==> src/rtl/irq_pkg.sv <==
package irq_pkg;

  typedef enum logic [1:0] {
    EV_SINGLE = 2'b00,
    EV_TRAIN  = 2'b01,
    EV_LEVEL  = 2'b10,
    EV_RSVD   = 2'b11
  } ev_mode_e;

  // bit 3: open-drain, bits 2:1: event style, bit 0: active-high
  typedef struct packed {
    logic     od;
    ev_mode_e mode;
    logic     pol;
  } irq_cfg_t;

  localparam int unsigned CFG_W = 4;

  localparam logic [1:0] ADDR_MASK = 2'd0;
  localparam logic [1:0] ADDR_CFG  = 2'd1;
  localparam logic [1:0] ADDR_STAT = 2'd2;

  function automatic logic is_single(input ev_mode_e m);
    return (m == EV_SINGLE) || (m == EV_RSVD);
  endfunction

endpackage

==> src/rtl/irq_regs.sv <==
module irq_regs
  import irq_pkg::*;
#(
  parameter int unsigned NUM_SRC = 8
) (
  input  logic               clk,
  input  logic               rst_n,
  input  logic [NUM_SRC-1:0] evt_i,
  input  logic               wr_en,
  input  logic               rd_en,
  input  logic [1:0]         addr,
  input  logic [NUM_SRC-1:0] wdata,
  output logic [NUM_SRC-1:0] rdata,
  output logic [NUM_SRC-1:0] mask_o,
  output irq_cfg_t           cfg_o,
  output logic [NUM_SRC-1:0] stat_o,
  output logic               clr_o
);

  localparam int unsigned PAD_W = NUM_SRC - CFG_W;

  logic [NUM_SRC-1:0] mask_q, mask_d;
  logic [NUM_SRC-1:0] stat_q, stat_d;
  irq_cfg_t           cfg_q, cfg_d;
  logic               mask_en, cfg_en, stat_en, clr;

  always_comb begin
    mask_en = wr_en && (addr == ADDR_MASK);
    cfg_en  = wr_en && (addr == ADDR_CFG);
    clr     = rd_en && (addr == ADDR_STAT);
    stat_en = clr || (|evt_i);
    mask_d  = wdata;
    cfg_d   = irq_cfg_t'(wdata[CFG_W-1:0]);
    stat_d  = (clr ? '0 : stat_q) | evt_i;
  end

  always_ff @(posedge clk or negedge rst_n) begin
    if (!rst_n) begin
      mask_q <= '1;
      cfg_q  <= '0;
      stat_q <= '0;
    end else begin
      if (mask_en) mask_q <= mask_d;
      if (cfg_en)  cfg_q  <= cfg_d;
      if (stat_en) stat_q <= stat_d;
    end
  end

  always_comb begin
    case (addr)
      ADDR_MASK: rdata = mask_q;
      ADDR_CFG:  rdata = {{PAD_W{1'b0}}, cfg_q};
      ADDR_STAT: rdata = stat_q;
      default:   rdata = '0;
    endcase
  end

  assign mask_o = mask_q;
  assign cfg_o  = cfg_q;
  assign stat_o = stat_q;
  assign clr_o  = clr;

  AST_CLEAR_ON_READ: assert property (@(posedge clk) disable iff (!rst_n)
    (rd_en && addr == ADDR_STAT && evt_i == '0) |=> (stat_q == '0));

  AST_EVT_KEPT: assert property (@(posedge clk) disable iff (!rst_n)
    (|evt_i) |=> ((stat_q & $past(evt_i)) == $past(evt_i)));

  AST_STATUS_RO: assert property (@(posedge clk) disable iff (!rst_n)
    (wr_en && addr == ADDR_STAT && !rd_en && evt_i == '0) |=> $stable(stat_q));

endmodule

==> src/rtl/irq_pulse_gen.sv <==
module irq_pulse_gen
  import irq_pkg::*;
#(
  parameter int unsigned PULSE_CYCLES = 24576
) (
  input  logic     clk,
  input  logic     rst_n,
  input  ev_mode_e mode,
  input  logic     trig,
  input  logic     stop,
  input  logic     pending,
  output logic     act
);

  localparam int unsigned CNT_W = (2 * PULSE_CYCLES > 1) ? $clog2(2 * PULSE_CYCLES) : 1;
  localparam logic [CNT_W-1:0] HI_LAST  = CNT_W'(PULSE_CYCLES - 1);
  localparam logic [CNT_W-1:0] PER_LAST = CNT_W'(2 * PULSE_CYCLES - 1);
  localparam logic [CNT_W-1:0] HI_LEN   = CNT_W'(PULSE_CYCLES);

  logic             run_q, run_d;
  logic [CNT_W-1:0] cnt_q, cnt_d;
  logic             single;

  always_comb begin
    single = is_single(mode);
    run_d  = run_q;
    cnt_d  = cnt_q;
    if (mode == EV_LEVEL) begin
      run_d = 1'b0;
      cnt_d = '0;
    end else if (trig) begin
      run_d = 1'b1;
      cnt_d = '0;
    end else if (run_q) begin
      if (single) begin
        if (cnt_q == HI_LAST) run_d = 1'b0;
        else                  cnt_d = cnt_q + 1'b1;
      end else if (stop) begin
        run_d = 1'b0;
        cnt_d = '0;
      end else begin
        cnt_d = (cnt_q == PER_LAST) ? '0 : cnt_q + 1'b1;
      end
    end
  end

  always_ff @(posedge clk or negedge rst_n) begin
    if (!rst_n) begin
      run_q <= 1'b0;
      cnt_q <= '0;
    end else begin
      run_q <= run_d;
      cnt_q <= cnt_d;
    end
  end

  always_comb begin
    case (mode)
      EV_LEVEL: act = pending;
      EV_TRAIN: act = run_q && (cnt_q < HI_LEN);
      default:  act = run_q;
    endcase
  end

  AST_TRAIN_STOPS: assert property (@(posedge clk) disable iff (!rst_n)
    (mode == EV_TRAIN && stop && !trig) |=> !act);

  AST_SINGLE_HOLDS: assert property (@(posedge clk) disable iff (!rst_n)
    (single && run_q && cnt_q != HI_LAST) |=> run_q);

endmodule

==> src/rtl/irq_pad_drive.sv <==
module irq_pad_drive (
  input  logic act,
  input  logic pol,
  input  logic od,
  output logic out,
  output logic oe
);

  always_comb begin
    if (od) begin
      out = 1'b0;
      oe  = pol ? !act : act;
    end else begin
      out = pol ? act : !act;
      oe  = 1'b1;
    end
  end

endmodule

==> src/rtl/irq_latched_ctrl.sv <==
module irq_latched_ctrl
  import irq_pkg::*;
#(
  parameter int unsigned NUM_SRC      = 8,
  parameter int unsigned PULSE_CYCLES = 24576
) (
  input  logic               clk,
  input  logic               rst_n,
  input  logic [NUM_SRC-1:0] evt_i,
  input  logic               wr_en,
  input  logic               rd_en,
  input  logic [1:0]         addr,
  input  logic [NUM_SRC-1:0] wdata,
  output logic [NUM_SRC-1:0] rdata,
  output logic               irq_o,
  output logic               irq_oe
);

  logic               rst_s0, rst_s_n;
  logic [NUM_SRC-1:0] mask, stat;
  irq_cfg_t           cfg;
  logic               clr, trig, pending, act;

  always_ff @(posedge clk or negedge rst_n) begin
    if (!rst_n) begin
      rst_s0  <= 1'b0;
      rst_s_n <= 1'b0;
    end else begin
      rst_s0  <= 1'b1;
      rst_s_n <= rst_s0;
    end
  end

  irq_regs #(.NUM_SRC(NUM_SRC)) u_regs (
    .clk    (clk),
    .rst_n  (rst_s_n),
    .evt_i  (evt_i),
    .wr_en  (wr_en),
    .rd_en  (rd_en),
    .addr   (addr),
    .wdata  (wdata),
    .rdata  (rdata),
    .mask_o (mask),
    .cfg_o  (cfg),
    .stat_o (stat),
    .clr_o  (clr)
  );

  assign trig    = |(evt_i & ~mask);
  assign pending = |(stat & ~mask);

  irq_pulse_gen #(.PULSE_CYCLES(PULSE_CYCLES)) u_pulse (
    .clk     (clk),
    .rst_n   (rst_s_n),
    .mode    (cfg.mode),
    .trig    (trig),
    .stop    (clr),
    .pending (pending),
    .act     (act)
  );

  irq_pad_drive u_pad (
    .act (act),
    .pol (cfg.pol),
    .od  (cfg.od),
    .out (irq_o),
    .oe  (irq_oe)
  );

  AST_ONLY_UNMASKED: assert property (@(posedge clk) disable iff (!rst_s_n)
    (is_single(cfg.mode) && $rose(act)) |-> $past(|(evt_i & ~mask)));

  AST_LEVEL_RISES: assert property (@(posedge clk) disable iff (!rst_s_n)
    (cfg.mode == EV_LEVEL && !wr_en && (|(evt_i & ~mask))) |=> act);

  AST_OD_NO_HIGH: assert property (@(posedge clk) disable iff (!rst_s_n)
    cfg.od |-> !(irq_oe && irq_o));

endmodule

==> config.mk <==
export PLATFORM = sky130hd
export DESIGN_NAME = irq_latched_ctrl
export DESIGN_NICKNAME = d
export VERILOG_FILES = /design/src/rtl/irq_pkg.sv /design/src/rtl/irq_regs.sv /design/src/rtl/irq_pulse_gen.sv /design/src/rtl/irq_pad_drive.sv /design/src/rtl/irq_latched_ctrl.sv
export SDC_FILE = /design/constraint.sdc
export NUM_CORES = 1
export LEC_CHECK = 0
export BUFFER_PORTS_ARGS = -buffer_cell sky130_fd_sc_hd__buf_4
export CAP_MARGIN = 20
export CORE_UTILIZATION = 50
export DETAILED_ROUTE_END_ITERATION = 7
export GPL_TIMING_DRIVEN = 0
export PLACE_DENSITY_LB_ADDON = 0.3
export SLEW_MARGIN = 40
export SYNTH_ARGS = -nofsm -noshare
export SYNTH_HDL_FRONTEND = slang
export SYNTH_SLANG_ARGS = --single-unit
==> constraint.sdc <==
create_clock -name clk -period 2.3 [get_ports clk]
set_input_delay 0.69 -clock clk [delete_from_list [all_inputs] [get_ports clk]]
set_output_delay 0.69 -clock clk [all_outputs]
set_load 0.1 [all_outputs]
**Yosys cells after proc, flatten, opt, wreduce, memory -nomap -nowiden**

Cells that the tools add are included.

- Input bits: 22
- Register bits: 39
- Output and inout port bits: 10

- Reductions and logical operators: 14
- $lt $le $gt $ge: 1
- Add/subtract/negate cells: 1
- Bitwise gates (word level): 4
- Mux-type cells: 20
- Equal/unequal tests: 8

Operators by type and width:

| operator | number |
|---|---|
| two-way mux 16 bit | 7 |
| case mux 8 bit (3 select lines) | 1 |
| OR reduction 8 bit | 3 |
| adder 16 x 1 -> 16 bit (second input constant) | 1 |
| bitwise AND 8 bit | 2 |
| equality test 16 x 15 -> 1 bit (second input constant) | 1 |
| equality test 16 bit (second input constant) | 1 |
| < comparator 16 x 15 -> 1 bit (second input constant) | 1 |
| two-way mux 1 bit | 10 |
| two-way mux 8 bit | 1 |
| inverter 8 bit | 1 |
| OR 8 bit | 1 |
| equality test 2 bit (second input constant) | 3 |
| equality test 2 x 1 -> 1 bit (second input constant) | 2 |
| logical AND 1 bit | 4 |
| zero test 2 bit | 2 |
| inequality test 4 bit (second input constant) | 1 |
| nonzero test 3 bit | 1 |
| logical OR 1 bit | 2 |
| case mux 1 bit (2 select lines) | 1 |
| AND reduction 2 bit | 1 |
| zero test 1 bit | 1 |

**Longest topological paths before layout**

- Depth after elaboration: 7
- Gate-level depth with buffers: 7

**By module**

From an unflattened synthesis, not the netlist that was laid out.

- Cell total of the unflattened synthesis: 221
- Area, all modules: 2272.2 um^2

Modules (own cells, without submodules):

| module | sequential area each (um^2) | area each (um^2) | cells an instance | instances |
|---|---|---|---|---|
| irq_pulse_gen | 425.4 | 1173.6 | 125 | 1 |
| irq_regs | 510.5 | 897.1 | 63 | 1 |
| irq_latched_ctrl | 50.0 | 178.9 | 29 | 1 |
| irq_pad_drive | 0.0 | 22.5 | 4 | 1 |

**Least setup slack after synthesis**

No wires, ideal clock.

- Kind: input to output
- Start point: input port addr[1]
- End point: output port rdata[0]
- Stages: 3
- Required time: 1610 ps
- Path slack: -1720 ps
- Arrival: 3330 ps
- Cells stage by stage: buf_1 mux2i_1 o21ai_0

- Word-level cells in the longest chain between the ends: 2

RTL lines:

| what | line | RTL |
|---|---|---|
| start, declared | irq_latched_ctrl.sv:12 | `input logic [1:0] addr,` |
| equality test 2 bit, or another cell as far along | irq_regs.sv:50 | `case (addr)` |
| case mux 8 bit (3 select lines) (*) | irq_regs.sv:50 |  |
| end, declared | irq_latched_ctrl.sv:14 | `output logic [NUM_SRC-1:0] rdata,` |

Every way passes the cells marked *; elsewhere a longest branch is shown, timed or not.

**Final worst setup path**

- Start point: register u_regs.mask_q[2] (netlist: u_regs.mask_o[2])
- End point: output port irq_o

- Word-level cells in the longest chain between the ends: 7

RTL lines:

| what | line | RTL |
|---|---|---|
| start, declared | irq_regs.sv:22 | `logic [NUM_SRC-1:0] mask_q, mask_d;` |
| start signal, assigned | irq_regs.sv:43 | `if (mask_en) mask_q <= mask_d;` |
| inverter 8 bit (*) | irq_latched_ctrl.sv:50 | `assign pending = \|(stat & ~mask);` |
| bitwise AND 8 bit (*) | irq_latched_ctrl.sv:50 |  |
| OR reduction 8 bit (*) | irq_latched_ctrl.sv:50 |  |
| case mux 1 bit (2 select lines) (*) | irq_pulse_gen.sv:58 | `case (mode)` |
| zero test 1 bit | irq_pad_drive.sv:14 | `out = pol ? act : !act;` |
| two-way mux 1 bit (*) | irq_pad_drive.sv:14 |  |
| two-way mux 1 bit (*) | irq_pad_drive.sv:10 | `if (od) begin` |
| end, declared | irq_latched_ctrl.sv:15 | `output logic irq_o,` |

Marked as above.

==> impl_metrics.json <==
{
  "rsz0062_at_grt": "true",
  "gp_congestion": 0.986,
  "fin_nets": 309,
  "timing.fmax_ghz": 0.364,
  "synthCells": 236,
  "dp_hpwl_um": 3980,
  "worst_slack_ns": -0.447,
  "skew_ns": 0.0116,
  "die_height_um": 69.6,
  "start_util_pct": 52.1,
  "avgSynthCellArea_um2": 9.67,
  "placed_area_mm2": 0.00271,
  "cts_tree": "yes",
  "design_area_mm2": 0.00308,
  "max-cap-violations": 0,
  "clock_path_buffers": 2,
  "holdCritPathClass": "in -> async",
  "clock_sinks": 39,
  "synth_top_family_by_area": "compound AO/OA/AOI/OAI gates",
  "final-seq-area_um2": 987,
  "period_share_pct": 119,
  "period_needed_ns": 2.75,
  "synth_compound_area_share_pct": 20.3,
  "syn_nets": 261,
  "clkTransAtPathRegs_ns": 0.08,
  "p_leak_nw": 1.29,
  "wl_per_cell_um": 17.9,
  "diodes": 0,
  "violations": "negative setup slack",
  "crit_type": "reg -> out",
  "cp_max_fo": 2,
  "nFillCells": 306,
  "setup_viol": 2,
  "antenna_found_initial": 0,
  "powerDensity_mw_per_mm2": 723,
  "synth_largest_area_cell": "dfrtp_1",
  "htree_num_levels": 2,
  "overflow": 0,
  "worstPathRequired_ns": 1.61,
  "syn2layout_area_growth_pct": 34.8,
  "intPower_mw": 1.36,
  "dieArea_mm2": 0.00484,
  "grt_max_degree": 24,
  "endpoint_kind": "primary output",
  "switching_share_pct": 38.8,
  "std_cell_rows": 24,
  "synthMuxAreaShare_pct": 11.2,
  "yosys-top-cells-count": "dfrtp_1 (31), nand2_1 (16), o21ai_0 (16)",
  "grtUsageTotal_pct": 26.4,
  "drc": 0,
  "max_slew_margin_pct": 49.9,
  "pre_cts_ws_ns": -0.339,
  "vias": 2068,
  "first_iter_violations": 110,
  "p_switching_uw": 863,
  "yosysTopAreaCellShare_pct": 34.0,
  "synth_most_common_cell": "dfrtp_1",
  "io_pins": 32,
  "synthArstFlopShare_pct": 100,
  "crit_arrival_ns": 2.06,
  "grt_pass1_wl_um": 10100,
  "seq_area_frac_synth_pct": 43.2,
  "cts_made_buffers": 5,
  "combinationalPowerShare_pct": 42.3,
  "port_buffers": 31,
  "power.share.clock_pct": 20.6,
  "synth_edf_count": 0,
  "syn_area_mm2": 0.00228,
  "antenna_left": 0,
  "grt_pass1_vias": 2045,
  "dr.pass1.iters": 4,
  "clock_latency_ns": 0.30,
  "ys.flop_type": "dfrtp_1",
  "pwr-share-seq_pct": 37.1,
  "ys_top_cells_by_area": "dfrtp_1 (34%), dfstp_2 (9.2%), mux2_2 (5.9%)",
  "postCtsHoldBufs": 0,
  "hold_viol": 0,
  "crit_path_start_kind": "flip-flop",
  "synth_xor_xnor_area_share_pct": 0,
  "yosys_warnings": 0,
  "yosys.area_share.simple_pct": 18.4,
  "die_w_um": 69.6,
  "ir_drop_mv": 0.439,
  "multi_input_area_mm2": 0.00138,
  "root_buffer": "clkbuf_8",
  "drt-total-wl_um": 6030,
  "slew_violations": 0,
  "core_mm2": 0.00438,
  "tightest_slew_ns": 0.748,
  "yosys.area_share.adder_pct": 1.64,
  "drive_above_1_share_pct": 39.6,
  "viasPerCell": 6.14,
  "ys_ff_latch": 39,
  "outcome": "finished with violations",
  "ys_types": 48
}
[sequential cells by signal (all words and copies together) (netlist names)]
name	count
u_regs.cfg_o	4
rst_s0	1
u_pulse.cnt_q	16
u_regs.stat_o	8
rst_s_n	1
u_pulse.run_q	1
u_regs.mask_o	8
[stage by stage]
step	total power, mW	cells	util (%)	hold slack, ns	TNS, ns
after floorplan	1.40	236	-	0.331	-0.362
after global placement	1.56	319	61.1	0.343	-6.25
after detailed placement	1.58	320	61.7	0.192	-6.20
after CTS	2.15	335	67.3	0.165	-0.799
after global routing	2.32	337	70.2	0.157	-0.922
final	2.23	337	70.2	0.170	-0.857
[metal layers]
metal  wire length, µm  global-route usage [%]
met2              3110                    42.9
met3               278                    5.81
met5                 0                       0
met1              2530                    35.0
met4               109                    8.62
[cells in the final DEF, fill, tap and decap left out, types with 7 or more instances in the layout]
| cell | instances |
|---|---|
| dfstp_2 | 8 |
| dfrtp_1 | 30 |
| buf_12 | 7 |
| nor3_1 | 7 |
| a31oi_1 | 7 |
| buf_4 | 33 |
| o21ai_0 | 11 |
| mux2_2 | 12 |
| inv_1 | 15 |
| a21oi_1 | 14 |
| nand2_1 | 12 |
[path summary, 6_finish.rpt]
check | startpoint | endpoint | slack (ns) | cells past startpoint
setup / recovery | u_regs.mask_o[2] | irq_o | -0.45 | 5
hold / removal | rst_n | rst_s_n | 0.17 | 1
setup reg to reg | u_pulse.cnt_q[0] | u_pulse.cnt_q[9] | 0.12 | 7
hold reg to reg | rst_s_n | u_pulse.cnt_q[2] | 0.18 | 0
max in group asynchronous | rst_s_n | u_regs.mask_o[1] | 1.61 | 1
min in group clk | rst_s0 | rst_s_n | 0.38 | 0
[timing repair]
action                     CTS  global route
pin swaps                    4             3
resized for setup           22            24
setup buffers                7             3
setup endpoints to repair   11            25
hold endpoints to repair     0             0
[layout make-up]
cell class              count  area share [%]
well taps                  52            2.11
plain buffers               8            2.52
clock buffers               6            2.36
clock inverters             2           0.407
multi-input cells         173            44.8
inverters                  15            1.83
repair buffers             42            13.9
flip-flops and latches     39            32.1
[power by group through the flow]
stage | clock [mW] | combinational [mW] | sequential [mW]
final | 0.459 | 0.941 | 0.825
after global routing | 0.493 | 0.992 | 0.835
after CTS | 0.462 | 0.869 | 0.815
after detailed placement | 0 | 0.742 | 0.836
after global placement | 0 | 0.720 | 0.839
after floorplan | 0 | 0.582 | 0.822
[critical path, stage by stage, from the launching register on]
cell and delay (ns):
dfstp_2 0.55, o22ai_1 0.09, o41a_1 0.48, o21a_1 0.25, o21ba_4 0.22, buf_12 0.16
[cells by family (layout without fill, tap and decap cells)]
group	count (synthesis)	after routing
buffers and inverters	24	73
muxes	24	24
adders and majority gates	3	3
AOI/OAI and AO/OA	69	69
other	1	1
DFF	39	39
and+or+nand+nor	76	76
Note: power is estimated with default switching activity, not from simulation.
